**config.mk**
```make
export PLATFORM = sky130hd
export DESIGN_NAME = duplex_dir_arb
export DESIGN_NICKNAME = d
export VERILOG_FILES = /design/src/rtl/duplex_arb_pkg.sv /design/src/rtl/duplex_gap_timer.sv /design/src/rtl/duplex_dir_fsm.sv /design/src/rtl/duplex_stat_gen.sv /design/src/rtl/duplex_dir_arb.sv
export SDC_FILE = /design/constraint.sdc
export NUM_CORES = 1
export LEC_CHECK = 0
export ABC_AREA = 1
export BUFFER_PORTS_ARGS = -buffer_cell sky130_fd_sc_hd__buf_2
export CAP_MARGIN = 20
export CORE_MARGIN = 4
export CORE_UTILIZATION = 25
export DETAILED_ROUTE_END_ITERATION = 8
export PLACE_DENSITY_LB_ADDON = 0.3
export SLEW_MARGIN = 25
export SYNTH_ARGS = -nofsm -noshare
export SYNTH_HDL_FRONTEND = slang
export SYNTH_HIERARCHICAL = 1
export SYNTH_SLANG_ARGS = --single-unit
```
**constraint.sdc**
```tcl
create_clock -name clk -period 2.4 [get_ports clk]
set_clock_uncertainty 0.15 [all_clocks]
set_input_delay 0.48 -clock clk [delete_from_list [all_inputs] [get_ports clk]]
set_output_delay 0.48 -clock clk [all_outputs]
set_load 0.01 [all_outputs]
```
**src/rtl/duplex_arb_pkg.sv**
```systemverilog
`timescale 1ns/1ps
package duplex_arb_pkg;

    typedef enum logic [2:0] {
        DIR_RX    = 3'd0,
        DIR_TO_TX = 3'd1,
        DIR_TX    = 3'd2,
        DIR_DRAIN = 3'd3,
        DIR_TO_RX = 3'd4
    } dir_state_e;

    typedef struct packed {
        dir_state_e state;
    } fsm_regs_t;

    typedef struct packed {
        logic cd;
    } stat_regs_t;

endpackage

```
**src/rtl/duplex_gap_timer.sv**
```systemverilog
`timescale 1ns/1ps
module duplex_gap_timer #(
    parameter int GAP_CYCLES = 1
) (
    input  logic clk,
    input  logic rst_n,
    input  logic load_i,
    output logic done_o
);
    localparam int CNT_W = (GAP_CYCLES > 1) ? $clog2(GAP_CYCLES) : 1;
    localparam logic [CNT_W-1:0] RELOAD = CNT_W'(GAP_CYCLES - 1);

    logic [CNT_W-1:0] cnt_d, cnt_q;

    always_comb begin
        cnt_d = cnt_q;
        if (load_i) begin
            cnt_d = RELOAD;
        end else if (cnt_q != '0) begin
            cnt_d = cnt_q - 1'b1;
        end
    end

    always_ff @(posedge clk or negedge rst_n) begin
        if (!rst_n) begin
            cnt_q <= '0;
        end else begin
            cnt_q <= cnt_d;
        end
    end

    assign done_o = (cnt_q == '0);
endmodule

```
**src/rtl/duplex_dir_fsm.sv**
```systemverilog
`timescale 1ns/1ps
module duplex_dir_fsm
    import duplex_arb_pkg::*;
(
    input  logic       clk,
    input  logic       rst_n,
    input  logic       rts_i,
    input  logic       carrier_i,
    input  logic       txq_empty_i,
    input  logic       gap_done_i,
    output logic       gap_load_o,
    output dir_state_e state_o
);
    fsm_regs_t regs_d, regs_q;

    always_comb begin
        regs_d     = regs_q;
        gap_load_o = 1'b0;
        unique case (regs_q.state)
            DIR_RX: begin
                if (rts_i && !carrier_i) begin
                    regs_d.state = DIR_TO_TX;
                    gap_load_o   = 1'b1;
                end
            end
            DIR_TO_TX: begin
                if (!rts_i) begin
                    regs_d.state = DIR_TO_RX;
                    gap_load_o   = 1'b1;
                end else if (gap_done_i) begin
                    regs_d.state = DIR_TX;
                end
            end
            DIR_TX: begin
                if (!rts_i) begin
                    if (txq_empty_i) begin
                        regs_d.state = DIR_TO_RX;
                        gap_load_o   = 1'b1;
                    end else begin
                        regs_d.state = DIR_DRAIN;
                    end
                end
            end
            DIR_DRAIN: begin
                if (rts_i) begin
                    regs_d.state = DIR_TX;
                end else if (txq_empty_i) begin
                    regs_d.state = DIR_TO_RX;
                    gap_load_o   = 1'b1;
                end
            end
            DIR_TO_RX: begin
                if (gap_done_i) begin
                    regs_d.state = DIR_RX;
                end
            end
            default: begin
                regs_d.state = DIR_RX;
            end
        endcase
    end

    always_ff @(posedge clk or negedge rst_n) begin
        if (!rst_n) begin
            regs_q.state <= DIR_RX;
        end else begin
            regs_q <= regs_d;
        end
    end

    assign state_o = regs_q.state;
endmodule

```
**src/rtl/duplex_stat_gen.sv**
```systemverilog
`timescale 1ns/1ps
module duplex_stat_gen
    import duplex_arb_pkg::*;
(
    input  logic       clk,
    input  logic       rst_n,
    input  dir_state_e state_i,
    input  logic       carrier_i,
    output logic       mod_en_o,
    output logic       demod_en_o,
    output logic [1:0] stat_o
);
    stat_regs_t regs_d, regs_q;

    always_comb begin
        regs_d    = regs_q;
        regs_d.cd = carrier_i && (state_i == DIR_RX);
    end

    always_ff @(posedge clk or negedge rst_n) begin
        if (!rst_n) begin
            regs_q.cd <= 1'b0;
        end else begin
            regs_q <= regs_d;
        end
    end

    assign demod_en_o = (state_i == DIR_RX);
    assign mod_en_o   = (state_i == DIR_TX) || (state_i == DIR_DRAIN);
    assign stat_o[0]  = (state_i == DIR_TX);
    assign stat_o[1]  = regs_q.cd;
endmodule

```
**src/rtl/duplex_dir_arb.sv**
```systemverilog
`timescale 1ns/1ps
module duplex_dir_arb
    import duplex_arb_pkg::*;
#(
    parameter int GAP_CYCLES = 1
) (
    input  logic       clk,
    input  logic       rst_n,
    input  logic       rts_i,
    input  logic       carrier_i,
    input  logic       txq_empty_i,
    output logic       mod_en_o,
    output logic       demod_en_o,
    output logic [1:0] stat_o
);
    logic       gap_load;
    logic       gap_done;
    dir_state_e dir_state;

    duplex_gap_timer #(
        .GAP_CYCLES(GAP_CYCLES)
    ) u_gap (
        .clk    (clk),
        .rst_n  (rst_n),
        .load_i (gap_load),
        .done_o (gap_done)
    );

    duplex_dir_fsm u_fsm (
        .clk         (clk),
        .rst_n       (rst_n),
        .rts_i       (rts_i),
        .carrier_i   (carrier_i),
        .txq_empty_i (txq_empty_i),
        .gap_done_i  (gap_done),
        .gap_load_o  (gap_load),
        .state_o     (dir_state)
    );

    duplex_stat_gen u_stat (
        .clk        (clk),
        .rst_n      (rst_n),
        .state_i    (dir_state),
        .carrier_i  (carrier_i),
        .mod_en_o   (mod_en_o),
        .demod_en_o (demod_en_o),
        .stat_o     (stat_o)
    );
endmodule

```
Word level (Yosys, flattened, before mapping)

Cells that the tools add are included.

Output and inout port bits: 4
Input port bits: 5
Word-level logic and storage cells: 36
Flip-flop bits (word level): 5

Multiplexer cells: 16
Eq/ne operators: 9
Add/sub/neg operators: 1
Reduce and logical (&&, ||, !) cells: 7

Operator list:

| operator            | count |
|---|---|
| $mux 3              | 8 |
| $pmux 3 s5          | 1 |
| $eq 3x2->1 const B  | 2 |
| $mux 1              | 6 |
| $ne 3x3->1 const B  | 2 |
| $reduce_and 5->1    | 1 |
| $ne 2x2->1 const B  | 2 |
| $eq 3x1->1 const B  | 1 |
| $eq 3x3->1 const B  | 1 |
| $logic_not 3->1     | 1 |
| $pmux 1 s3          | 1 |
| $logic_and 1x1->1   | 2 |
| $ne 2x1->1 const B  | 1 |
| $reduce_or 2->1     | 1 |
| $logic_not 1->1     | 1 |
| $logic_or 1x1->1    | 1 |
| $sub 1x1->1 const B | 1 |

Logic depth before layout (Yosys ltp)

Gate-level depths: netlist of the first run.

Word-level depth: 5
Depth in mapped cells: 7
Gate-level depth less buffers: 7

By module

Netlist of the first run, hierarchy kept.

By module, submodules not included:

| module           | cells an instance | seq. area each (um^2) | times used | area each (um^2) |
|---|---|---|---|---|
| duplex_dir_fsm   | 41                | 75.1                  | 1          | 250.2 |
| duplex_stat_gen  | 10                | 25.0                  | 1          | 66.3 |
| duplex_gap_timer | 2                 | 0.0                   | 1          | 11.3 |

Least setup slack after synthesis of the first run

OpenSTA, ideal clock, no wires.

Kind: register -> output
Start: reg u_fsm.regs_q[0], in the netlist u_fsm/state_o[0]
End: out stat_o[0]
Data arrival time: 0.760 ns
Buffers on the path: 0
Path slack: 1.010 ns
Cell stages (with the launch flop): 2
Required time: 1.770 ns
Path through: dfrtp_1 nor3_1

Word-level cells in the longest chain between the ends: 1

Ends and longest elaborated chain:

| what                   | line                  | text |
|---|---|---|
| start, declared        | duplex_dir_fsm.sv:14  | `fsm_regs_t regs_d, regs_q;` |
| start signal, assigned | duplex_dir_fsm.sv:67  | `regs_q <= regs_d;` |
| $eq 3x2->1             | duplex_stat_gen.sv:30 | `assign stat_o[0] = (state_i == DIR_TX);` |
| end, declared          | duplex_dir_arb.sv:14  | `output logic [1:0] stat_o` |

Every way passes these cells.

Worst setup path after layout of the first run

Start: reg u_fsm.regs_q[0], in the netlist u_fsm/state_o[0]
End: out demod_en_o

Word-level cells in the longest chain between the ends: 1

Ends and longest elaborated chain:

| what            | line                  | text |
|---|---|---|
| $logic_not 3->1 | duplex_stat_gen.sv:28 | `assign demod_en_o = (state_i == DIR_RX);` |
| end, declared   | duplex_dir_arb.sv:13  | `output logic demod_en_o,` |

Every way passes these cells.

==> results.md, run 1 <==
- Post-CTS Resized: 0
- Tot GR Track Use: 7.44%
- Starting DRT DRC Count: 8
- Post-synthesis net count: 57
- Initial core utilization: 27.8%
- Final worst path period share: 71.4%
- Worst path required time: 1.77 ns
- Fraction of layout cells with a size suffix above 1: between 20 and 30%
- DR DRC count: 0
- Io pins: 9
- Wirelength per Cell: 8.55 um
- Skew-Pair Late Insertion Delay: 0.23 ns
- CP cell instances: nor2_1 -> nand2_1 -> inv_1 -> buf_2
- Setup bufs post-CTS: 0
- RR Startpoint: u_fsm/state_o[0]$_DFFE_PN0P_
- Post-layout power: ~530 uW
- Layout area overhead: 23.3%
- First-pass GRT wire length: between 1000 and 1500 um
- Pleak: 0.000246 uW
- Syn avg cell area: between 6 and 7 sq um
- Die width: 43.9 um
- Final ANT Viol Nets: 0
- Largest net degree at the start of global routing: 10
- Vias in the first global route: 255
- CP Max Fanout: 9
- Antenna cells: 0
- Setup CP Type: flop to output pin
- Filler instances: ~130
- H-tree levels: 1
- RSZ-0062 raised after global routing: no
- Final WL: 650 um
- Vias per std cell: 4.17
- Die H: between 40 and 50 um
- Cts hold-fix bufs: 1
- CTS Buf Count: 3
- Final RePlAce weighted congestion: 0.771
- Initial antenna violation count: 0
- Die area: just under 2000 sq um
- Final min period: roughly 1.7 ns
- Run status: completed
- FMAX: 584 MHz
- Fin. Hold Viols: 0
- Cell area after synthesis: 322 sq um
- Yosys Warn Count: 6
- Slowest cell on crit path: dfrtp_1
- Worst hold path class: input port to flop
- # clock sinks: 4
- Crit path launch: u_fsm/state_o[0]$_DFFE_PN0P_
- Post-DP HPWL: 513 um
- Clk slew on worst S/H paths: 0.04 ns
- Maximum vdd ir drop: roughly 0.5 mV
- Slew Viols, Final: 0
- Layout net count: 69
- Mapped Cells: 52
- Max incr delay on CP: 0.46 ns
- Critical Path Start Type: flop
- Clock tree buffer depth: 2
- Vias: approximately 320
- FP Rows: 12
- Total global routing overflow: 0
- Pwr dens: about 1300 nW/um^2
- CTS tree: built
- Total of max-cap violations: 0
- Critical Path End Type: output pin
- Hold path startpoint: rts_i
- Final TNS setup: 0 ns
- Root buf cell: clkbuf_4
- First-pass DRT Iterations: 4
- Setup violators final: 0
- Arr. time, crit path: between 1 and 1.5 ns
- IO buf count: 8
- Core ar.: 1160 sq um
==> critical path, delay by kind of cell, from the launching register on <==
| family | cells | cell delay, ns |
|---|---|---|
| simple gates | 2 | 0.22 |
| flops | 1 | 0.46 |
| buf+inv | 2 | 0.17 |
==> where the power goes <==
group | internal [uW] | switching (uW)
Combinational | 116 | 179
Clock | 55.9 | 27.2
Sequential | 101 | 49.0
Total | 273 | 255
==> per-stage QoR <==
stage	instances	hold slack [ns]	worst slack, ns	instance area, sq um	util [%]
finish	76	0.331	0.687	397	34.3
global route	76	0.348	0.629	397	34.3
CTS	76	0.325	0.677	397	34.3
detailed placement	72	0.135	0.934	364	31.5
global placement	72	0.137	0.957	364	31.5
floorplan	52	0.0344	1.01	322	-
==> final cells by class <==
class	count	area, sq um	area share [%]
clock buffers	3	22.5	5.68
flip-flops and latches	4	100	25.2
well taps	14	17.5	4.42
multi-input cells	36	169	42.6
inverters	10	37.5	9.46
repair buffers	9	50.0	12.6
==> worst paths after layout <==
check	endpoint	slack, ns	cells after the start
min	u_fsm/state_o[2]$_DFFE_PN0P_	0.33	2
max reg2reg	u_fsm/state_o[0]$_DFFE_PN0P_	1.12	4
min reg2reg	u_fsm/state_o[0]$_DFFE_PN0P_	0.50	2
min in group asynchronous	u_stat/regs_q$_DFF_PN0_	0.42	2
max in group asynchronous	u_fsm/state_o[2]$_DFFE_PN0P_	1.56	2
max	demod_en_o	0.69	4
==> cells in the final DEF, fill, tap and decap left out, drive strengths merged <==
master and instances:
dlygate4sd3 1, clkbuf 3, buf 8, o22ai 1
nand4 1, conb 1, nor3 1, dfrtp 4
inv 10, nor2 8, o21ai 2, nand2 18
nand3 4
==> flip-flops by register name, indices dropped and copies added (netlist names) <==
| name | flops |
|---|---|
| u_stat/regs_q | 1 |
| u_fsm/state_o | 3 |
==> routing by layer <==
layer	global-route usage, %	part of all wire, %	up-vias
li1	-	-	174
met1	10.2	51	127
met2	9.30	39	14
met3	1.24	8.2	2
met4	7.23	1.5	0
met5	0	0	-
Note: power is estimated with default switching activity, not from simulation.
==> run 2: changes to the inputs <==
--- a/config.mk
+++ b/config.mk
@@ -5,12 +5,12 @@
 export SDC_FILE = /design/constraint.sdc
 export NUM_CORES = 1
 export LEC_CHECK = 0
-export ABC_AREA = 1
+export ABC_AREA = 0
 export BUFFER_PORTS_ARGS = -buffer_cell sky130_fd_sc_hd__buf_2
 export CAP_MARGIN = 20
-export CORE_MARGIN = 4
-export CORE_UTILIZATION = 25
+export CORE_AREA = 4 4 41 43
 export DETAILED_ROUTE_END_ITERATION = 8
+export DIE_AREA = 0 0 45 47
 export PLACE_DENSITY_LB_ADDON = 0.3
 export SLEW_MARGIN = 25
 export SYNTH_ARGS = -nofsm -noshare
==> constraint.sdc (replaced) <==
create_clock -name clk -period 1.8 [get_ports clk]
set_clock_uncertainty 0.15 [all_clocks]
set_input_delay 0.36 -clock clk [delete_from_list [all_inputs] [get_ports clk]]
set_output_delay 0.36 -clock clk [all_outputs]
set_load 0.01 [all_outputs]
==> run 2 against run 1 <==
First-iteration DRC count shrank 50%; synthesized area shrank 28%; sequential share of layout area up 7.2 points; critical path depth is 2 lower; via count shrank 36%; wire length shrank 17%; sequential power is 37% higher; cell area fell by 22%; worst setup slack got worse by 0.47 ns; register-to-register slack worse by 0.54 ns; largest power group unchanged.
==> results.md, run 2 <==
- Initial core utilization: 17.9% (was 27.8%)
- Layout area overhead: 32.8% (was 23.3%)
- Setup violators final: 0 (unchanged)
- Root buf cell: clkbuf_4 (unchanged)
- CTS Buf Count: 3 (unchanged)
- First-pass GRT wire length: 897 um (was 1030 um)
- Grt peak-use layer: met2 (was met1)
- Final worst path period share: 87.7%
- Critical Path End Type: output pin (unchanged)
- Vias: 204 (was 317)
- Post-synthesis net count: 27 (was 57)
- Fin. Hold Viols: 0 (unchanged)
- CTS tree: built (unchanged)
- Number of flip-flops in the largest register: 3 (unchanged)
- Fraction of layout cells with a size suffix above 1: 37.5% (was 27.4%)
- Run status: completed (unchanged)
- # clock sinks: 4 (unchanged)
- Pwr dens: 1680 nW/um^2 (was 1330 nW/um^2)
- Syn avg cell area: 10.6 sq um (was 6.18 sq um)
- Arr. time, crit path: 1.07 ns (was 1.08 ns)
- Yosys Warn Count: 6 (unchanged)
- Global routing usage on met1: 5.50% (was 10.2%)
- Slew Viols, Final: 0 (unchanged)
- Die H: 47 um (was 43.9 um)
- Most frequent cells in the layout: buf_2 (8), dfrtp_1 (4), clkbuf_4 (3), inv_1 (2), nand2b_1 (2) (was nand2_1 (17), inv_1 (9), buf_2 (8), nor2_1 (7), dfrtp_1 (4))
- Crit path launch: u_fsm/state_o[1]$_DFFE_PN0P_ (was u_fsm/state_o[0]$_DFFE_PN0P_)
- R2R Setup Slk: 0.58 ns (was 1.12 ns)
- Met2 Use GR: 9.89% (was 9.30%)
- Vias in the first global route: 243 (was 255)
- Die area: 2120 sq um (was 1920 sq um)
- Post-Place Setup Slack: 0.449 ns (was 0.934 ns)
- Mapped Cells: 22 (was 52)
- Initial antenna violation count: 0 (unchanged)
- Dpl cell area: 277 sq um (was 364 sq um)
- Antenna cells: 0 (unchanged)
- Final WL: 540 um (was 650 um)
- Largest net degree at the start of global routing: 11 (was 10)
- Final min period: ~1.6 ns
- Vias per std cell: 4.34 (was 4.17)
- FMAX: 633 MHz
- CP Max Fanout: 9 (unchanged)
- Reg2Reg Depth: 2 (was 4)
- Met3 usage: 1.53% (was 1.24%)
- Final TNS setup: 0 ns (unchanged)
- Tot GR Track Use: 6.02% (was 7.44%)
- Cell area after synthesis: 233 sq um (was 322 sq um)
- Layout net count: 39 (was 69)
- First-pass DRT Iterations: 4 (unchanged)
- DR DRC count: 0 (unchanged)
- Final ANT Viol Nets: 0 (unchanged)
- IO buf count: 8 (unchanged)
- Setup CP Type: flop to output pin (unchanged)
- RSZ-0062 raised after global routing: no (unchanged)
- Pleak: 0.000147 uW (was 0.000246 uW)
- Final Cell Area: 309 sq um (was 397 sq um)
- H-tree levels: 1 (unchanged)
- RR Startpoint: u_fsm/state_o[2]$_DFFE_PN0P_ (was u_fsm/state_o[0]$_DFFE_PN0P_)
- Worst hold path class: input port to flop (unchanged)
- Clk slew on worst S/H paths: 0.04 ns (about the same)
- Critical Path Start Type: flop (unchanged)
- Final RePlAce weighted congestion: 0.711 (was 0.771)
- Starting DRT DRC Count: 4 (was 8)
- Skew-Pair Late Insertion Delay: 0.23 ns (about the same)
- Core ar.: 1300 sq um (was 1160 sq um)
- Worst r2r dst: u_fsm/state_o[0]$_DFFE_PN0P_ (unchanged)
- Clock tree buffer depth: 2 (unchanged)
- Die width: 45 um (was 43.9 um)
- Maximum vdd ir drop: 0.313 mV (was 0.498 mV)
- Total of max-cap violations: 0 (unchanged)
- Worst path required time: 1.29 ns (was 1.77 ns)
- Final WS setup: 0.221 ns (was 0.687 ns)
- Commonest non-fill, non-tap cell in the layout: buf_2 (was nand2_1)
- FP Rows: 13 (was 12)
- Io pins: 9 (unchanged)
- End point of the critical path: stat_o[0] (was demod_en_o)
- Wirelength per Cell: 11.5 um (was 8.55 um)
- Setup bufs post-CTS: 0 (unchanged)
- Total global routing overflow: 0 (unchanged)
- Post-CTS Resized: 0 (unchanged)
==> run 2: cell count changes in the layout (fill, tap and decap cells not counted), moves of 2 or more <==
cell | before | now
nor2_1 | 7 | 0
nand3_2 | 3 | 0
inv_1 | 9 | 2
nand2b_1 | 0 | 2
nand2_1 | 17 | 0
==> run 2: where the power goes <==
group / switching [uW] / internal, uW
clock: 31.0 / 74.2
combinational: 95.9 / 113
sequential: 75.1 / 131
==> run 2: how the worst min path moves through the flow <==
stage / startpoint / endpoint / slack, ns / cells past startpoint
2_1_floorplan: rst_n / u_fsm/state_o[0]$_DFFE_PN0P_ / -0.09 / 0
3_3_place_gp: rst_n / u_stat/regs_q$_DFF_PN0_ / 0.01 / 1
3_5_place_dp: rst_n / u_stat/regs_q$_DFF_PN0_ / 0.02 / 1
4_1_cts: rts_i / u_fsm/state_o[2]$_DFFE_PN0P_ / 0.22 / 2
5_1_grt: txq_empty_i / u_fsm/state_o[1]$_DFFE_PN0P_ / 0.23 / 2
6_report: rts_i / u_fsm/state_o[2]$_DFFE_PN0P_ / 0.22 / 2
==> run 2: what timing repair did <==
action,CTS,global route
endpoints found under the setup margin,0,0
hold buffers,1,0
hold endpoints to repair,4,0
==> run 2: through the flow <==
step / std cells / power, uW / hold slack (ns) / util [%]
floorplan: 22 / 340 / -0.0856 / -
global placement: 43 / 407 / 0.0146 / 21.3
detailed placement: 43 / 414 / 0.0175 / 21.3
CTS: 47 / 529 / 0.215 / 23.8
global route: 47 / 561 / 0.229 / 23.8
finish: 47 / 520 / 0.220 / 23.8
==> run 2: cell type report <==
cell class	instances	area, sq um
multi-input cells	14	110
clock buffers	3	22.5
fillers	155	992
well taps	15	18.8
flip-flops and latches	4	100
repair buffers	9	50.0
inverters	2	7.51
==> run 2: per-layer routing <==
metal,wire length [um],vias to the layer above,share of wire (%)
met5,0,-,0
met4,19,0,3.5
met3,24,2,4.4
met2,276,8,51
met1,220,94,41
li1,-,100,-
==> run 2: worst max-delay path, cell delays in order (launching register included) <==
cell and delay (ns):
dfrtp_1 0.48, nor3b_1 0.20, buf_2 0.16
